$ cat config.mk
export PLATFORM = sky130hd
export DESIGN_NAME = isa_mem_master
export DESIGN_NICKNAME = d
export VERILOG_FILES = /design/src/rtl/isa_mem_pkg.sv /design/src/rtl/isa_mem_seq.sv /design/src/rtl/isa_mem_lane.sv /design/src/rtl/isa_mem_master.sv
export SDC_FILE = /design/constraint.sdc
export NUM_CORES = 1
export LEC_CHECK = 0
export ABC_AREA = 1
export BUFFER_PORTS_ARGS = -buffer_cell sky130_fd_sc_hd__buf_2
export CORE_MARGIN = 1
export CORE_UTILIZATION = 30
export DETAILED_ROUTE_END_ITERATION = 10
export SLEW_MARGIN = 20
export SYNTH_ARGS = -nofsm -noshare
export SYNTH_HDL_FRONTEND = slang
export SYNTH_SLANG_ARGS = --single-unit
$ cat constraint.sdc
create_clock -name clk_i -period 2 [get_ports clk_i]
set_input_delay 0.3 -clock clk_i [delete_from_list [all_inputs] [get_ports clk_i]]
set_output_delay 0.3 -clock clk_i [all_outputs]
set_load 0.02 [all_outputs]
$ cat src/rtl/isa_mem_pkg.sv
package isa_mem_pkg;
  typedef enum logic [1:0] {
    ST_IDLE,
    ST_ADDR,
    ST_CMD,
    ST_REC
  } phase_e;
endpackage

$ cat src/rtl/isa_mem_seq.sv
module isa_mem_seq
  import isa_mem_pkg::*;
#(
  parameter int WAIT16 = 2,
  parameter int WAIT8  = 4
) (
  input  logic       clk_i,
  input  logic       rst_ni,
  input  logic       start_i,
  input  logic [1:0] be_i,
  input  logic       cs16_ni,
  output phase_e     phase_o,
  output logic       byte_mode_o,
  output logic       hi_o,
  output logic       be_hi_o,
  output logic       cap_o,
  output logic       done_o
);
  localparam int MAXW = (WAIT8 > WAIT16) ? WAIT8 : WAIT16;
  localparam int CW   = $clog2(MAXW + 1);

  phase_e         phase_q;
  logic [CW-1:0]  cnt_q, limit;
  logic [1:0]     be_q;
  logic           byte_q, hi_q, first_q, more;

  assign limit = byte_q ? CW'(WAIT8 - 1) : CW'(WAIT16 - 1);
  // second byte still owed on a split access
  assign more  = byte_q & (be_q == 2'b11) & ~hi_q;

  always_ff @(posedge clk_i or negedge rst_ni) begin
    if (!rst_ni) begin
      phase_q <= ST_IDLE;
      cnt_q   <= '0;
      be_q    <= '0;
      byte_q  <= 1'b0;
      hi_q    <= 1'b0;
      first_q <= 1'b0;
    end else begin
      case (phase_q)
        ST_IDLE: if (start_i) begin
          phase_q <= ST_ADDR;
          be_q    <= be_i;
          byte_q  <= 1'b0;
          hi_q    <= (be_i == 2'b10);
          first_q <= 1'b1;
        end
        ST_ADDR: begin
          phase_q <= ST_CMD;
          cnt_q   <= '0;
          first_q <= 1'b0;
          if (first_q) byte_q <= cs16_ni;
        end
        ST_CMD: begin
          if (cnt_q == limit) phase_q <= ST_REC;
          else cnt_q <= cnt_q + 1'b1;
        end
        default: begin
          if (more) begin
            phase_q <= ST_ADDR;
            hi_q    <= 1'b1;
          end else begin
            phase_q <= ST_IDLE;
          end
        end
      endcase
    end
  end

  assign phase_o     = phase_q;
  assign byte_mode_o = byte_q;
  assign hi_o        = hi_q;
  assign be_hi_o     = be_q[1];
  assign cap_o       = (phase_q == ST_CMD) && (cnt_q == limit);
  assign done_o      = (phase_q == ST_REC) && !more;

  AST_CNT_BOUND: assert property (@(posedge clk_i) disable iff (!rst_ni)
    (phase_q == ST_CMD) |-> (cnt_q <= limit));
  AST_SPLIT_ORDER: assert property (@(posedge clk_i) disable iff (!rst_ni)
    (phase_q == ST_REC && more) |=> (phase_q == ST_ADDR && hi_q));
endmodule

$ cat src/rtl/isa_mem_lane.sv
module isa_mem_lane #(
  parameter int DW = 16
) (
  input  logic          clk_i,
  input  logic          rst_ni,
  input  logic          start_i,
  input  logic [DW-1:0] wdata_i,
  input  logic          we_i,
  input  logic          byte_mode_i,
  input  logic          hi_i,
  input  logic          cap_i,
  input  logic [DW-1:0] sd_i,
  output logic [DW-1:0] sd_o,
  output logic [DW-1:0] rdata_o
);
  localparam int BW = DW / 2;

  logic [DW-1:0] wdata_q, rdata_q;

  always_ff @(posedge clk_i or negedge rst_ni) begin
    if (!rst_ni) begin
      wdata_q <= '0;
      rdata_q <= '0;
    end else if (start_i) begin
      wdata_q <= wdata_i;
      rdata_q <= '0;
    end else if (cap_i && !we_i) begin
      if (!byte_mode_i)  rdata_q          <= sd_i;
      else if (hi_i)     rdata_q[DW-1:BW] <= sd_i[BW-1:0];
      else               rdata_q[BW-1:0]  <= sd_i[BW-1:0];
    end
  end

  // byte targets see the upper byte on the low lane
  always_comb begin
    sd_o = wdata_q;
    if (byte_mode_i && hi_i) sd_o[BW-1:0] = wdata_q[DW-1:BW];
  end

  assign rdata_o = rdata_q;
endmodule

$ cat src/rtl/isa_mem_master.sv
module isa_mem_master
  import isa_mem_pkg::*;
#(
  parameter int AW     = 24,
  parameter int DW     = 16,
  parameter int SAW    = 20,
  parameter int LA_LSB = 17,
  parameter int WAIT16 = 2,
  parameter int WAIT8  = 4
) (
  input  logic              clk_i,
  input  logic              rst_ni,
  input  logic              req_valid_i,
  output logic              req_ready_o,
  input  logic [AW-1:0]     req_addr_i,
  input  logic              req_we_i,
  input  logic [DW-1:0]     req_wdata_i,
  input  logic [1:0]        req_be_i,
  output logic              rsp_done_o,
  output logic [DW-1:0]     rsp_rdata_o,
  output logic              bale_o,
  output logic [SAW-1:0]    sa_o,
  output logic [AW-1:LA_LSB] la_o,
  output logic              memr_no,
  output logic              memw_no,
  output logic              smemr_no,
  output logic              smemw_no,
  output logic              sbhe_no,
  input  logic              memcs16_ni,
  input  logic [DW-1:0]     sd_i,
  output logic [DW-1:0]     sd_o,
  output logic              sd_oe_o
);
  phase_e        phase;
  logic [AW-1:1] addr_q;
  logic          we_q, byte_mode, hi, be_hi, cap, done, start, strb, low_mb;

  assign req_ready_o = (phase == ST_IDLE);
  assign start       = req_valid_i & req_ready_o;

  always_ff @(posedge clk_i or negedge rst_ni) begin
    if (!rst_ni) begin
      addr_q <= '0;
      we_q   <= 1'b0;
    end else if (start) begin
      addr_q <= req_addr_i[AW-1:1];
      we_q   <= req_we_i;
    end
  end

  isa_mem_seq #(.WAIT16(WAIT16), .WAIT8(WAIT8)) u_seq (
    .clk_i      (clk_i),
    .rst_ni     (rst_ni),
    .start_i    (start),
    .be_i       (req_be_i),
    .cs16_ni    (memcs16_ni),
    .phase_o    (phase),
    .byte_mode_o(byte_mode),
    .hi_o       (hi),
    .be_hi_o    (be_hi),
    .cap_o      (cap),
    .done_o     (done)
  );

  isa_mem_lane #(.DW(DW)) u_lane (
    .clk_i      (clk_i),
    .rst_ni     (rst_ni),
    .start_i    (start),
    .wdata_i    (req_wdata_i),
    .we_i       (we_q),
    .byte_mode_i(byte_mode),
    .hi_i       (hi),
    .cap_i      (cap),
    .sd_i       (sd_i),
    .sd_o       (sd_o),
    .rdata_o    (rsp_rdata_o)
  );

  assign strb     = (phase == ST_CMD);
  assign low_mb   = ~|addr_q[AW-1:SAW];
  assign bale_o   = (phase == ST_ADDR);
  assign sa_o     = {addr_q[SAW-1:1], hi};
  assign la_o     = addr_q[AW-1:LA_LSB];
  assign memr_no  = ~(strb & ~we_q);
  assign memw_no  = ~(strb & we_q);
  assign smemr_no = ~(strb & ~we_q & low_mb);
  assign smemw_no = ~(strb & we_q & low_mb);
  assign sbhe_no  = ~((phase != ST_IDLE) & be_hi & ~byte_mode);
  assign sd_oe_o  = strb & we_q;
  assign rsp_done_o = done;

  AST_SETUP_CLK: assert property (@(posedge clk_i) disable iff (!rst_ni)
    ($fell(memr_no) || $fell(memw_no)) |-> $past(bale_o));
  AST_BALE_SINGLE: assert property (@(posedge clk_i) disable iff (!rst_ni)
    bale_o |=> !bale_o);
  AST_ONE_STROBE: assert property (@(posedge clk_i) disable iff (!rst_ni)
    !(!memr_no && !memw_no));
  AST_ADDR_HOLD: assert property (@(posedge clk_i) disable iff (!rst_ni)
    (!memr_no || !memw_no) |-> ($stable(sa_o) && $stable(la_o)));
  AST_LOW_MB: assert property (@(posedge clk_i) disable iff (!rst_ni)
    (!smemr_no || !smemw_no) |-> (la_o[AW-1:SAW] == '0 && (!memr_no || !memw_no)));
  AST_READ_FLOAT: assert property (@(posedge clk_i) disable iff (!rst_ni)
    !memr_no |-> !sd_oe_o);
  AST_DONE_IDLE: assert property (@(posedge clk_i) disable iff (!rst_ni)
    rsp_done_o |=> (req_ready_o && !rsp_done_o));
endmodule

**After elaboration in Yosys (flattened, before gate mapping)**

Cells that the tools add are included.

- Register bits: 66
- Input port bits: 63
- Output and inout bits: 68
- Logic and storage cells: 86

- Add/subtract/negate cells: 1
- Equal/unequal tests: 12
- Mux-type cells: 21
- Bitwise operators: 18
- Reductions and logical operators: 23

Operator list:

| cell | count |
|---|---|
| $mux W16 | 3 |
| $mux W8 | 3 |
| $reduce_and A2 Y1 | 6 |
| $reduce_bool A2 Y1 | 5 |
| $and A1 B1 Y1 | 9 |
| $not A1 Y1 | 9 |
| $eq A2 B2 Y1 const B | 4 |
| $mux W1 | 6 |
| $mux W2 | 3 |
| $ne A2 B1 Y1 const B | 3 |
| $ne A3 B3 Y1 const B | 2 |
| $pmux W1 S2 | 3 |
| $pmux W2 S3 | 1 |
| $pmux W3 S2 | 1 |
| $reduce_and A3 Y1 | 2 |
| $logic_and A1 B1 Y1 | 4 |
| $reduce_or A4 Y1 | 1 |
| $add A3 B1 Y3 const B | 1 |
| $eq A3 B3 Y1 | 1 |
| $logic_not A1 Y1 | 3 |
| $mux W3 | 1 |
| $eq A2 B1 Y1 const B | 1 |
| $logic_not A2 Y1 | 1 |
| $ne A2 B2 Y1 const B | 1 |
| $reduce_or A2 Y1 | 1 |

**Longest topological paths before layout**

- Depth after elaboration: 6
- Depth in mapped cells: 9

**Cells and area by module**

A second synthesis with hierarchy kept.

- Cell total of the unflattened synthesis: 408
- Area, all modules: 3459.6 um2

By module, submodules not included:

| module | instances | cells an instance | area an instance (um2) | sequential area each (um2) |
|---|---|---|---|---|
| isa_mem_lane | 1 | 204 | 1746.7 | 800.8 |
| isa_mem_master | 1 | 124 | 1069.8 | 600.6 |
| isa_mem_seq | 1 | 80 | 643.1 | 250.2 |

**Worst setup path after synthesis**

OpenSTA, ideal clock, no wires.

- Path type: register to output
- Start: register u_seq.phase_q[0] (netlist: u_seq.phase_o[0])
- End: output port smemw_no
- Data arrival time: 1296 ps
- Required time: 1700 ps
- Setup slack: 404 ps
- Stages on the path, launching flop included: 6
- Cell sequence: dfrtp_1 > inv_1 > ha_1 > nand2_1 > inv_1 > nand2_1

- Cells in the longest elaborated chain, start to end: 4

Ends and longest elaborated chain:

| what | RTL line | RTL |
|---|---|---|
| start, declared | isa_mem_seq.sv:22 | `phase_e phase_q;` |
| start signal, assigned | isa_mem_seq.sv:33 | `phase_q <= ST_IDLE;` |
| start signal, assigned | isa_mem_seq.sv:42 | `phase_q <= ST_ADDR;` |
| start signal, assigned | isa_mem_seq.sv:49 | `phase_q <= ST_CMD;` |
| $eq A2 B2 Y1 | isa_mem_master.sv:79 | `assign strb = (phase == ST_CMD);` |
| $and A1 B1 Y1 | -- |  |
| net sd_oe_o | isa_mem_master.sv:32 | `output logic sd_oe_o` |
| $and A1 B1 Y1 | isa_mem_master.sv:87 | `assign smemw_no = ~(strb & we_q & low_mb);` |
| $not A1 Y1 | isa_mem_master.sv:87 |  |
| end, declared | isa_mem_master.sv:27 | `output logic smemw_no,` |

The timed path passes the listed nets, and every way through them passes these cells.

**Worst setup path after layout**

- Start: register u_seq.hi_q (netlist: u_seq.hi_o)
- End: output port sd_o[5]

- Cells in the longest elaborated chain, start to end: 2

Ends and longest elaborated chain:

| what | RTL line | RTL |
|---|---|---|
| start, declared | isa_mem_seq.sv:25 | `logic byte_q, hi_q, first_q, more;` |
| start signal, assigned | isa_mem_seq.sv:45 | `hi_q <= (be_i == 2'b10);` |
| $logic_and A1 B1 Y1 | isa_mem_lane.sv:37 | `if (byte_mode_i && hi_i) sd_o[BW-1:0] = wdata_q[DW-1:BW];` |
| $mux W8 | isa_mem_lane.sv:37 |  |
| end, declared | isa_mem_master.sv:31 | `output logic [DW-1:0] sd_o,` |

Every way passes these cells.

==> metrics.md <==
| Metric | Value |
|---|---|
| CTS tree | done |
| CP Data Required Time | about 1700 ps |
| Area Overhead vs Synth | 28.8% |
| Critical Path Source | u_seq.hi_o$_DFFE_PN0P_ |
| Slowest cell on crit path | dfrtp_1 |
| Nets | 583 |
| Metal2 WL | 3910 µm |
| Routability congestion estimate from global placement | 0.785 |
| Grt total ovfl | 0 |
| Worst EP arrival | 1600 ps |
| Post-Synth Adder-Cell Area | 2.32% |
| Vias in the first global route | 2863 |
| Comb pwr share | 49.8% |
| Fmax | 526 MHz |
| Detailed Routing Iterations Pass 1 | 4 |
| Kind of critical path | flip-flop to output pin |
| Largest family of logic cells by synthesized area | simple AND/OR/NAND/NOR gates |
| Ys flop type | dfrtp_1 |
| HP Start | req_wdata_i[6] |
| Routed Antenna Nets | 0 |
| Count leader, synth | nand2_1 |
| Lkg Pwr | 2.40 nW |
| P_int | between 3 and 4 mW |
| First-pass GRT wire length | 13500 µm |
| Routed via count | 2890 |
| Die ar. | between 10000 and 15000 µm² |
| Ratio of cells with drive above 1 in the final layout | about a third |
| Boundary Pins | 131 |
| Critical Path Max Stage Delay | between 400 and 500 ps |
| Port bufs | approximately 130 |
| Post-synth ARST share | 100% |
| Register Area | 1650 µm² |
| Clock latency on the worst-skew pair | between 300 and 400 ps |
| Tcrit/Tclk final | 95.0% |
| Rows | 37 |
| Synth area leaders | dfrtp_1 51%, nand2_1 22%, nand3_1 5.4% |
| Crit-path cells | nand2_2 -> mux2_2 -> buf_2 |
| Residual DRC | 0 |
| Warnings, synthesis | 0 |
| Synth Area in Compound Gates | 2.86% |
| Clock sinks | 66 |
| GRT Overall Usage | between 10% and 20% |
| Setup WS post-layout | 101 ps |
| Antenna diode count | 0 |
| Met1 WL | 3650 µm |
| Sw Share | 45.5% |
| Net switching power | 3.26 mW |
| Worst path bufs/invs | 1 |
| Total Routed Length | 8110 µm |
| Status | complete, no violations |
| Final Critical Period | 1900 ps |
| RSZ-0062 raised after global routing | no |
| Post-detail-place hpwl | 5740 µm |
| Worst Hold Class | input pin to flip-flop |
| Power, Total | roughly 7.2 mW |
| Clk pwr share | between 15 and 20% |
| Top Metal Used | met4 |
| Post-synthesis net count | 466 |
| Max clock buf depth | 2 |
| CP Capture Type | output pin |
| Core ar. | 10400 µm² |
| Die Y | 106 µm |
| Via/cell ratio | around 4.4 |
| Proportion of synthesized area in mux cells | 2.79% |
| Initial antenna violation count | 0 |
| Synthesized instance count | 397 |
| Crit path max fanout | 9 |
| Power density over cell area | 1720 nW/µm² |
| Met3 wire length | 441 µm |
| DRT iter0 DRCs | 92 |
| Final Hold Vio Count | 0 |
| Cell Area, Synth | 3230 µm² |
| Synthesized area per cell | 8.14 µm² |
| Synth area leader | dfrtp_1 |
| Root buf cell | clkbuf_8 |
| Total CTS buffers | 9 |
| Setup crit start kind | flip-flop |
| Commonest cells post-synth | 186 x nand2_1, 66 x dfrtp_1, 35 x nand3_1 |
| Finish-stage setup viols | 0 |
| Die extent in x | 106 µm |
| Flop pwr share | 33.3% |
| Max Clock Skew | 10.6 ps |
| Slew Viols, Final | 0 |
| Slew of the pin with the lowest slew margin | 387 ps |
| Setup TNS | 0 ps |
| Routed WL per cell | 12.4 µm |
| XOR/XNOR Fraction of Synth Area | less than 1% |
| Max-Cap Viols | 0 |
| Post-Synth Simple-Gate Area | 32.5% |
| Rel. slew slack | 73.9% |
| Maximum vdd drop | 0.622 mV |
| Clk slew on worst S/H paths | about 70 ps |
| Fill cell count | approximately 1100 |
| H-tree Lvls | 3 |
| Synth Register Bits | between 60 and 70 |
| CP top delay family | flip-flops |
| Worst slack at placement | 242 ps |
| Worst R2R Start | u_seq.phase_o[0]$_DFFE_PN0P_ |
| Initial Utilization | 31.2% |
| Post-synth top area share | 51.1% |
| Largest net degree at the start of global routing | 67 |
| Post-synthesis sequential area ratio | between 50% and 60% |
| Post-synth EDFFs | 0 |
| Multi-input gate area | 1330 µm² |
| Synth unique cells | 27 |
[area by class of cell]
| type | count | area share, % |
|---|---|---|
| timing repair buffer | 135 | 17.3 |
| multi-input combinational | 279 | 32.0 |
| clock inverter | 3 | 1.56 |
| inverter | 23 | 2.07 |
| sequential | 66 | 39.7 |
| clock buffer | 11 | 3.40 |
| tap | 136 | 4.09 |
[metal layers]
layer / vias to the layer above / GRT usage, %
met1: 1352 / 18.2
li1: 1456 / -
met3: 10 / 4.45
met2: 72 / 25.5
met5: - / 0
met4: 0 / 5.75
[state kept, by name, indices dropped and copies added (netlist names)]
name	count
u_lane.wdata_q	16
we_q	1
addr_q	23
u_seq.phase_o	2
u_seq.hi_o	1
u_lane.rdata_o	16
u_seq.cnt_q	3
u_seq.byte_mode_o	1
u_seq.first_q	1
u_seq.be_q	2
[kinds of logic after synthesis]
kind of cell	after synthesis
adder cells (fa/ha/maj)	6
AND/OR/NAND/NOR	246
buffers and inverters	52
XOR/XNOR	1
AO/OA/AOI/OAI	18
multiplexers	8
flip-flops	66
[per-stage QoR]
step | area, µm² | cells | util (%) | hold slack [ps]
after detailed placement | 3930 | 638 | 37.9 | 351
after floorplan | 3230 | 397 | - | 4.41
after global placement | 3930 | 638 | 37.9 | 350
final | 4160 | 653 | 40.1 | 148
after CTS | 4150 | 653 | 40.0 | 130
after global routing | 4160 | 653 | 40.1 | 141
[cell usage in the layout (no fill, tap or decap), drive strengths merged, types with 2 or more instances in the layout]
cell type  Yosys  routed
a21oi          8       8
nand3         37      37
nand2        191     191
bufinv         0       2
nor2          11      11
buf           21     134
ha             6       6
clkbuf         8      11
nand4          4       4
dfrtp         66      66
inv           23      23
o21ai          9       9
mux2           8       8
[worst reg2reg max path, stage by stage, from the launching register on]
cell and delay [ps]:
dfrtp_1 420, inv_1 150, ha_1 270, nand2_2 240, inv_2 140, buf_12 260, a21oi_1 90, nand3_1 100
nand2_1 60
[repair_timing]
| action | in CTS | in global routing |
|---|---|---|
| hold buffers | 1 | 0 |
| endpoints found under the hold margin | 66 | 0 |
| setup buffers | 0 | 0 |
| setup endpoints to repair | 2 | 2 |
| resized for setup | 1 | 1 |
[worst paths after layout]
check	to	slack (ps)	depth (start not counted)
max in group asynchronous	u_lane.wdata_q[4]$_DFFE_PN0P_	1190	3
worst min-delay path	u_lane.wdata_q[6]$_DFFE_PN0P_	150	3
worst max-delay path	sd_o[5]	100	3
worst min register to register	u_lane.wdata_q[4]$_DFFE_PN0P_	480	2
min in group asynchronous	u_lane.rdata_o[0]$_DFFE_PN0P_	510	3
worst max register to register	u_lane.rdata_o[15]$_DFFE_PN0P_	160	8
[power groups by stage]
stage / registers [mW] / logic (mW) / clock network (mW)
2_1_floorplan: 2.78 / 2.22 / 0
3_3_place_gp: 2.38 / 3.53 / 0
3_5_place_dp: 2.40 / 3.59 / 0
4_1_cts: 2.39 / 3.60 / 1.25
5_1_grt: 2.47 / 3.97 / 1.31
6_report: 2.39 / 3.57 / 1.21
No activity file was read; power rests on OpenSTA's default activity.
